$ cat src/rtl/dma_pg_pkg.sv
package dma_pg_pkg;
  // Transfer width selection for the generator.
  localparam int MODE_FROM_PIN = 0;
  localparam int MODE_BYTE_ONLY = 1;
  localparam int MODE_WORD_ONLY = 2;

  localparam logic [1:0] BE_BOTH = 2'b11;
  localparam logic [1:0] BE_LOW  = 2'b01;
  localparam logic [1:0] BE_HIGH = 2'b10;

  // Resolve the effective width from the parameter and the pin.
  function automatic logic pick_wide(input int sel, input logic pin);
    if (sel == MODE_BYTE_ONLY) return 1'b0;
    if (sel == MODE_WORD_ONLY) return 1'b1;
    return pin;
  endfunction
endpackage

$ cat src/rtl/dma_pg_ofs.sv
// Offset counter: wraps inside its width, never produces a carry out.
module dma_pg_ofs #(
  parameter int OFS_W = 16
) (
  input  logic             clk,
  input  logic             rst_n,
  input  logic             load,
  input  logic [OFS_W-1:0] ld_val,
  input  logic             adv,
  input  logic             dec,
  output logic [OFS_W-1:0] q
);
  localparam logic [OFS_W-1:0] ONE = {{(OFS_W-1){1'b0}}, 1'b1};

  logic [OFS_W-1:0] nxt;

  always_comb begin
    nxt = dec ? (q - ONE) : (q + ONE);
  end

  always_ff @(posedge clk or negedge rst_n) begin
    if (!rst_n)    q <= '0;
    else if (load) q <= ld_val;
    else if (adv)  q <= nxt;
  end
endmodule

$ cat src/rtl/dma_pg_cnt.sv
// Remaining-count register with arm state and terminal detection.
module dma_pg_cnt #(
  parameter int CNT_W = 16
) (
  input  logic             clk,
  input  logic             rst_n,
  input  logic             load,
  input  logic [CNT_W-1:0] ld_val,
  input  logic             adv,
  output logic [CNT_W-1:0] q,
  output logic             armed,
  output logic             last
);
  localparam logic [CNT_W-1:0] ONE = {{(CNT_W-1){1'b0}}, 1'b1};

  logic at_zero;

  assign at_zero = (q == '0);
  assign last    = adv & at_zero;

  always_ff @(posedge clk or negedge rst_n) begin
    if (!rst_n) begin
      q     <= '0;
      armed <= 1'b0;
    end else if (load) begin
      q     <= ld_val;
      armed <= 1'b1;
    end else if (adv) begin
      q <= q - ONE;
      if (at_zero) armed <= 1'b0;
    end
  end
endmodule

$ cat src/rtl/dma_pg_map.sv
// Forms the physical address and lane enables from page and offset.
module dma_pg_map #(
  parameter int PAGE_W = 8,
  parameter int OFS_W  = 16,
  localparam int PHYS_W = PAGE_W + OFS_W
) (
  input  logic [PAGE_W-1:0] page,
  input  logic [OFS_W-1:0]  ofs,
  input  logic              wide,
  output logic [PHYS_W-1:0] phys,
  output logic [1:0]        be
);
  import dma_pg_pkg::*;

  logic [PHYS_W-1:0] phys_byte;
  logic [PHYS_W-1:0] phys_word;

  // Byte: page over offset. Word: page without its low bit, offset
  // scaled by two, lowest bit fixed at zero.
  assign phys_byte = {page, ofs};
  assign phys_word = {page[PAGE_W-1:1], ofs, 1'b0};

  always_comb begin
    if (wide) begin
      phys = phys_word;
      be   = BE_BOTH;
    end else begin
      phys = phys_byte;
      be   = ofs[0] ? BE_HIGH : BE_LOW;
    end
  end
endmodule

$ cat src/rtl/dma_pg_gen.sv
// Top level of the paged address and count generator.
module dma_pg_gen #(
  parameter int PAGE_W   = 8,
  parameter int OFS_W    = 16,
  parameter int CNT_W    = 16,
  parameter int MODE_SEL = 0,
  localparam int PHYS_W  = PAGE_W + OFS_W
) (
  input  logic              clk,
  input  logic              rst_n,
  input  logic              load,
  input  logic [PAGE_W-1:0] ld_page,
  input  logic [OFS_W-1:0]  ld_addr,
  input  logic [CNT_W-1:0]  ld_count,
  input  logic              wide_mode,
  input  logic              dec,
  input  logic              step,
  output logic [PHYS_W-1:0] phys_addr,
  output logic [1:0]        byte_en,
  output logic [OFS_W-1:0]  cur_addr,
  output logic [CNT_W-1:0]  cur_count,
  output logic              tc
);
  import dma_pg_pkg::*;

  logic [PAGE_W-1:0] page_q;
  logic              wide_q;
  logic              armed;
  logic              adv;

  // A step is taken only while armed and not overridden by a load.
  assign adv = step & armed & ~load;

  always_ff @(posedge clk or negedge rst_n) begin
    if (!rst_n) begin
      page_q <= '0;
      wide_q <= 1'b0;
    end else if (load) begin
      page_q <= ld_page;
      wide_q <= pick_wide(MODE_SEL, wide_mode);
    end
  end

  dma_pg_ofs #(.OFS_W(OFS_W)) u_ofs (
    .clk    (clk),
    .rst_n  (rst_n),
    .load   (load),
    .ld_val (ld_addr),
    .adv    (adv),
    .dec    (dec),
    .q      (cur_addr)
  );

  dma_pg_cnt #(.CNT_W(CNT_W)) u_cnt (
    .clk    (clk),
    .rst_n  (rst_n),
    .load   (load),
    .ld_val (ld_count),
    .adv    (adv),
    .q      (cur_count),
    .armed  (armed),
    .last   (tc)
  );

  dma_pg_map #(.PAGE_W(PAGE_W), .OFS_W(OFS_W)) u_map (
    .page (page_q),
    .ofs  (cur_addr),
    .wide (wide_q),
    .phys (phys_addr),
    .be   (byte_en)
  );
endmodule

$ cat config.mk
export PLATFORM = sky130hd
export DESIGN_NAME = dma_pg_gen
export DESIGN_NICKNAME = d
export VERILOG_FILES = /design/src/rtl/dma_pg_pkg.sv /design/src/rtl/dma_pg_ofs.sv /design/src/rtl/dma_pg_cnt.sv /design/src/rtl/dma_pg_map.sv /design/src/rtl/dma_pg_gen.sv
export SDC_FILE = /design/constraint.sdc
export NUM_CORES = 1
export LEC_CHECK = 0
export BUFFER_PORTS_ARGS = -buffer_cell sky130_fd_sc_hd__buf_2
export CAP_MARGIN = 40
export CORE_MARGIN = 4
export CORE_UTILIZATION = 31
export DETAILED_ROUTE_END_ITERATION = 7
export GPL_ROUTABILITY_DRIVEN = 0
export PLACE_DENSITY = 0.56
export SETUP_SLACK_MARGIN = 0.1
export SLEW_MARGIN = 20
export SYNTH_ARGS = -nofsm -noshare
export SYNTH_HDL_FRONTEND = slang
export SYNTH_SLANG_ARGS = --single-unit
$ cat constraint.sdc
create_clock -name clk -period 2.71 [get_ports clk]
set_input_delay 0.4065 -clock clk [delete_from_list [all_inputs] [get_ports clk]]
set_output_delay 0.4065 -clock clk [all_outputs]
set_load 0.1 [all_outputs]
# == Word level (Yosys, flattened, before mapping) ==
# Cells that the tools add are included.
# W data, S select, Z words.
# classes
addsub,3
mux,11
bitwise,4
reduce_logical,4
# ops
cell,n
$mux W16,5
$sub A16 B1 Y16 const B,2
$mux W17,1
$add A16 B1 Y16 const B,1
$logic_not A16 Y1,1
$mux W2,2
$reduce_bool A2 Y1,2
$and A1 B1 Y1,3
$mux W1,3
$reduce_and A2 Y1,1
$not A1 Y1,1
# totals
regBits,42
input_bits,46

# == Longest topological paths before layout ==
# depth
depth_word,4
depth_mapped,8
mapped_depth_nobuf,7

# == Modules after synthesis ==
# A second synthesis with hierarchy kept.
# hier_totals
hier_cells,297
area_unflattened_um2,3034.2
# by_module_without_submodules
mod,instances,cells_per_inst,area_each_um2,seq_area_each_um2
dma_pg_ofs,1,151,1377.6,400.4
dma_pg_cnt,1,98,963.4,425.4
dma_pg_gen,1,20,381.6,225.2
dma_pg_map,1,28,311.5,0.0

# == Least setup slack after synthesis ==
# OpenSTA, ideal clock, no wires.
# synth_path
kind,reg2out
start,register u_ofs.q[0]
end,output port phys_addr[0]
arrival_time_ns,2.759
setup_slack_ns,-0.456
stages_incl_launch_ff,3
cell_sequence,dfrtp_1 nand2b_1 inv_1
# synth_between
elab_chain_len,1
# synth_lines
element,line,rtl
"start, declared",dma_pg_ofs.sv:11,output logic [OFS_W-1:0] q
"start signal, assigned",dma_pg_ofs.sv:23,else if (load) q <= ld_val;
"start signal, assigned",dma_pg_ofs.sv:24,else if (adv) q <= nxt;
$mux W17,dma_pg_map.sv:24,if (wide) begin
"end, declared",dma_pg_gen.sv:18,"output logic [PHYS_W-1:0] phys_addr,"
# No other way between the ends.

# == Worst setup path in the final report ==
# layout_path
start,register u_cnt.q[8]
end,output port tc
# layout_between
elab_chain_len,2
# layout_lines
element,line,rtl
"start, declared",dma_pg_cnt.sv:10,"output logic [CNT_W-1:0] q,"
"start signal, assigned",dma_pg_cnt.sv:26,q <= ld_val;
"start signal, assigned",dma_pg_cnt.sv:29,q <= q - ONE;
$logic_not A16 Y1,dma_pg_cnt.sv:18,assign at_zero = (q == '0);
$and A1 B1 Y1,dma_pg_cnt.sv:19,assign last = adv & at_zero;
"end, declared",dma_pg_gen.sv:22,output logic tc
# No other way between the ends.

==> results.toml <==
[finish]
diodes = 0
drive_gt1_share_pct = 37.7
utilization_pct = 40.1
multi_input_area_um2 = 1810
layout.nets = 486
ff_latch_area_um2 = 1060
fill_cells = 953
area_growth_pct = 24.4

[timing]
min_period_ns = 2.67
max_freq_mhz = 375
clock-skew-final_ns = 0.00560
rsz0062_at_grt = "true"
finalCritPeriodShare_pct = 98.4
finalHoldViolations = 0
setup_violations = 0
slew_headroom_pct = 52.9
final_max_slew_viol_count = 0
max_slew.worst_pin.slew_ns = 0.707
holdWs_ns = 0.153

[yosys]
synth-simple-area-share_pct = 20.6
synth-seq-cells = 42
synth-xor-area-share_pct = 6.70
synth_top_family_by_area = "simple AND/OR/NAND/NOR gates"
yosysSeqAreaShare_pct = 35.0
synth.top_cell.area_share_pct = 35.0
postSynth.asyncResetShare_pct = 100
ys_top_cells_by_area = "dfrtp_1 (35%), mux2_2 (9.4%), ha_1 (6.7%), nand2_1 (5.1%), o21ai_0 (4.8%)"
yosysMostFrequentCell = "dfrtp_1"
synth.largest_area_cell = "dfrtp_1"
yosys_warnings = 0
synth-compound-area-share_pct = 15.6
synth_mux_area_share_pct = 10.0
syn-cell-area_um2 = 3010
synthTopCellsByCount = "dfrtp_1 (42), nand2_1 (41), o21ai_0 (29), a21oi_1 (26), mux2_2 (25)"
synth_edf_count = 0
syn_area_per_cell_um2 = 9.11
synth_fa_ha_area_share_pct = 7.33
synthDistinctLibCells = 53
synth_cells = 330
synth_nets = 393
ys.flop_type = "dfrtp_1"

[global_routing]
grt_pass1_wl_um = 13100
grt_max_degree = 86
overflow = 0
antenna_found_initial = 0
grt_pass1_vias = 2668
track_usage_pct = 14.1

[cts]
post_cts_buffers = 0
postCtsHoldBufs = 0
htree_levels = 2
clock_latency_ns = 0.29
clock_sinks = 42
root_buffer = "clkbuf_8"
ctsResizeCount = 0
path_clk_slew_ns = 0.08
cts_tree = "built"
cts_made_buffers = 5
cts_buffer_depth = 2

[critical_path]
crit_type = "reg -> out"
cp.arrival_ns = 2.26
cp-end-kind = "output port"
r2r_end = "u_ofs.q[14]"
worstPathMaxFanout = 4
r2r_slack_ns = 0.37
worst_ep_required_time_ns = 2.30
r2r_start = "u_ofs.q[0]"
critPathLaunch = "u_cnt.q[8]"
r2r_cells = 7
startpoint_type = "flip-flop"

[die]
die_w_um = 106
die_y_um = 106
ios = 105
start_util_pct = 32.2
placeableCoreArea_um2 = 9330
rows = 35
die_area_um2 = 11300

[drt]
drt-initial-drc-count = 132
ant_nets = 0
via_count = 2711
drt-wirelength-per-cell_um = 14.7
routed_wl_um = 8110
drc_errors = 0
dr.pass1.iters = 4
viasPerCell = 4.90

[min_path]
min_path_type = "in -> async"

[pwr]
p_total_mw = 3.01
vdd_drop_max_mv = 0.482
power_density_nw_per_um2 = 805
total_leakage_power_nw = 1.67

[place]
dp_hpwl_um = 5910
port_buffers = 104

[outcome]
outcome = "completed"

[flow_run]
drv.max_cap_violation_count = 0
cells in the final DEF, fill, tap and decap left out, types with 2 or more instances in the layout:
cell          n
xnor2_1      14
nand3_1       7
a211oi_1      4
nor4_1        3
nor3_1        9
mux2_2       25
nor3b_1       7
xor2_1        9
mux2i_1       2
nor4_4        2
nand2b_1      3
nand4_1       3
nand3b_1      2
buf_4         5
o31ai_1       3
buf_12        2
o31a_1        2
o21ai_1       2
and3_1        2
and2_1        4
dfrtp_1      36
nor2_1       14
nor2b_1       5
o21ai_0      29
a221o_1       2
clkbuf_8      6
a21o_1        2
nand2_1      41
o21bai_1      2
buf_2       103
inv_1         3
clkinvlp_4    2
dfrtp_2       6
a21oi_1      26
ha_1         16
sequential cells by signal, indices dropped and copies added (netlist names):
name,count
page_q,8
wide_q,1
u_cnt.q,16
u_cnt.armed,1
u_ofs.q,16
cell families after synthesis:
family                   count (synthesis)
AND/OR/NAND/NOR                        113
AO/OA/AOI/OAI                           80
flip-flops                              42
buffers and inverters                   28
multiplexers                            27
XOR/XNOR                                23
adder cells (fa/ha/maj)                 17
final cells by class:
cell class / instances / share of cell area (%)
clock inverters: 2 / 0.335
repair buffers: 110 / 15.9
clock buffers: 6 / 2.21
flip-flops and latches: 42 / 28.3
inverters: 4 / 0.502
well taps: 129 / 4.32
multi-input cells: 260 / 48.5
where the power goes:
part	switching (mW)	internal [mW]	total [mW]
registers	0.112	0.707	0.818
clock network	0.226	0.205	0.431
logic	1.37	0.391	1.76
total	1.71	1.30	3.01
worst max-delay path: stages, from the launching register on:
cell	delay [ns]
dfrtp_2	0.43
or3_4	0.41
or4_4	0.47
nor4_4	0.19
and4_4	0.28
buf_12	0.17
metrics by stage:
| stage | std cells | instance area (um^2) | worst slack (ns) | setup TNS [ns] |
|---|---|---|---|---|
| floorplan | 330 | 3020 | 0.104 | 0 |
| global placement | 545 | 3640 | 0.276 | 0 |
| detailed placement | 545 | 3640 | 0.250 | 0 |
| CTS | 553 | 3740 | 0.0254 | 0 |
| global route | 553 | 3740 | -0.0320 | -0.0320 |
| finish | 553 | 3740 | 0.0432 | 0 |
worst max-delay path by stage:
stage,end,cells after the start
after floorplan,u_ofs.q[14],7
after global placement,u_ofs.q[14],8
after global routing,tc,5
final,tc,5
after CTS,tc,5
after detailed placement,u_ofs.q[14],8
layer usage:
layer | track usage, % | wire length [um]
met1 | 18.2 | 3630
met2 | 24.3 | 3920
met3 | 3.10 | 493
met4 | 2.83 | 60
met5 | 0 | 0
(Power assumes the default switching activity.)
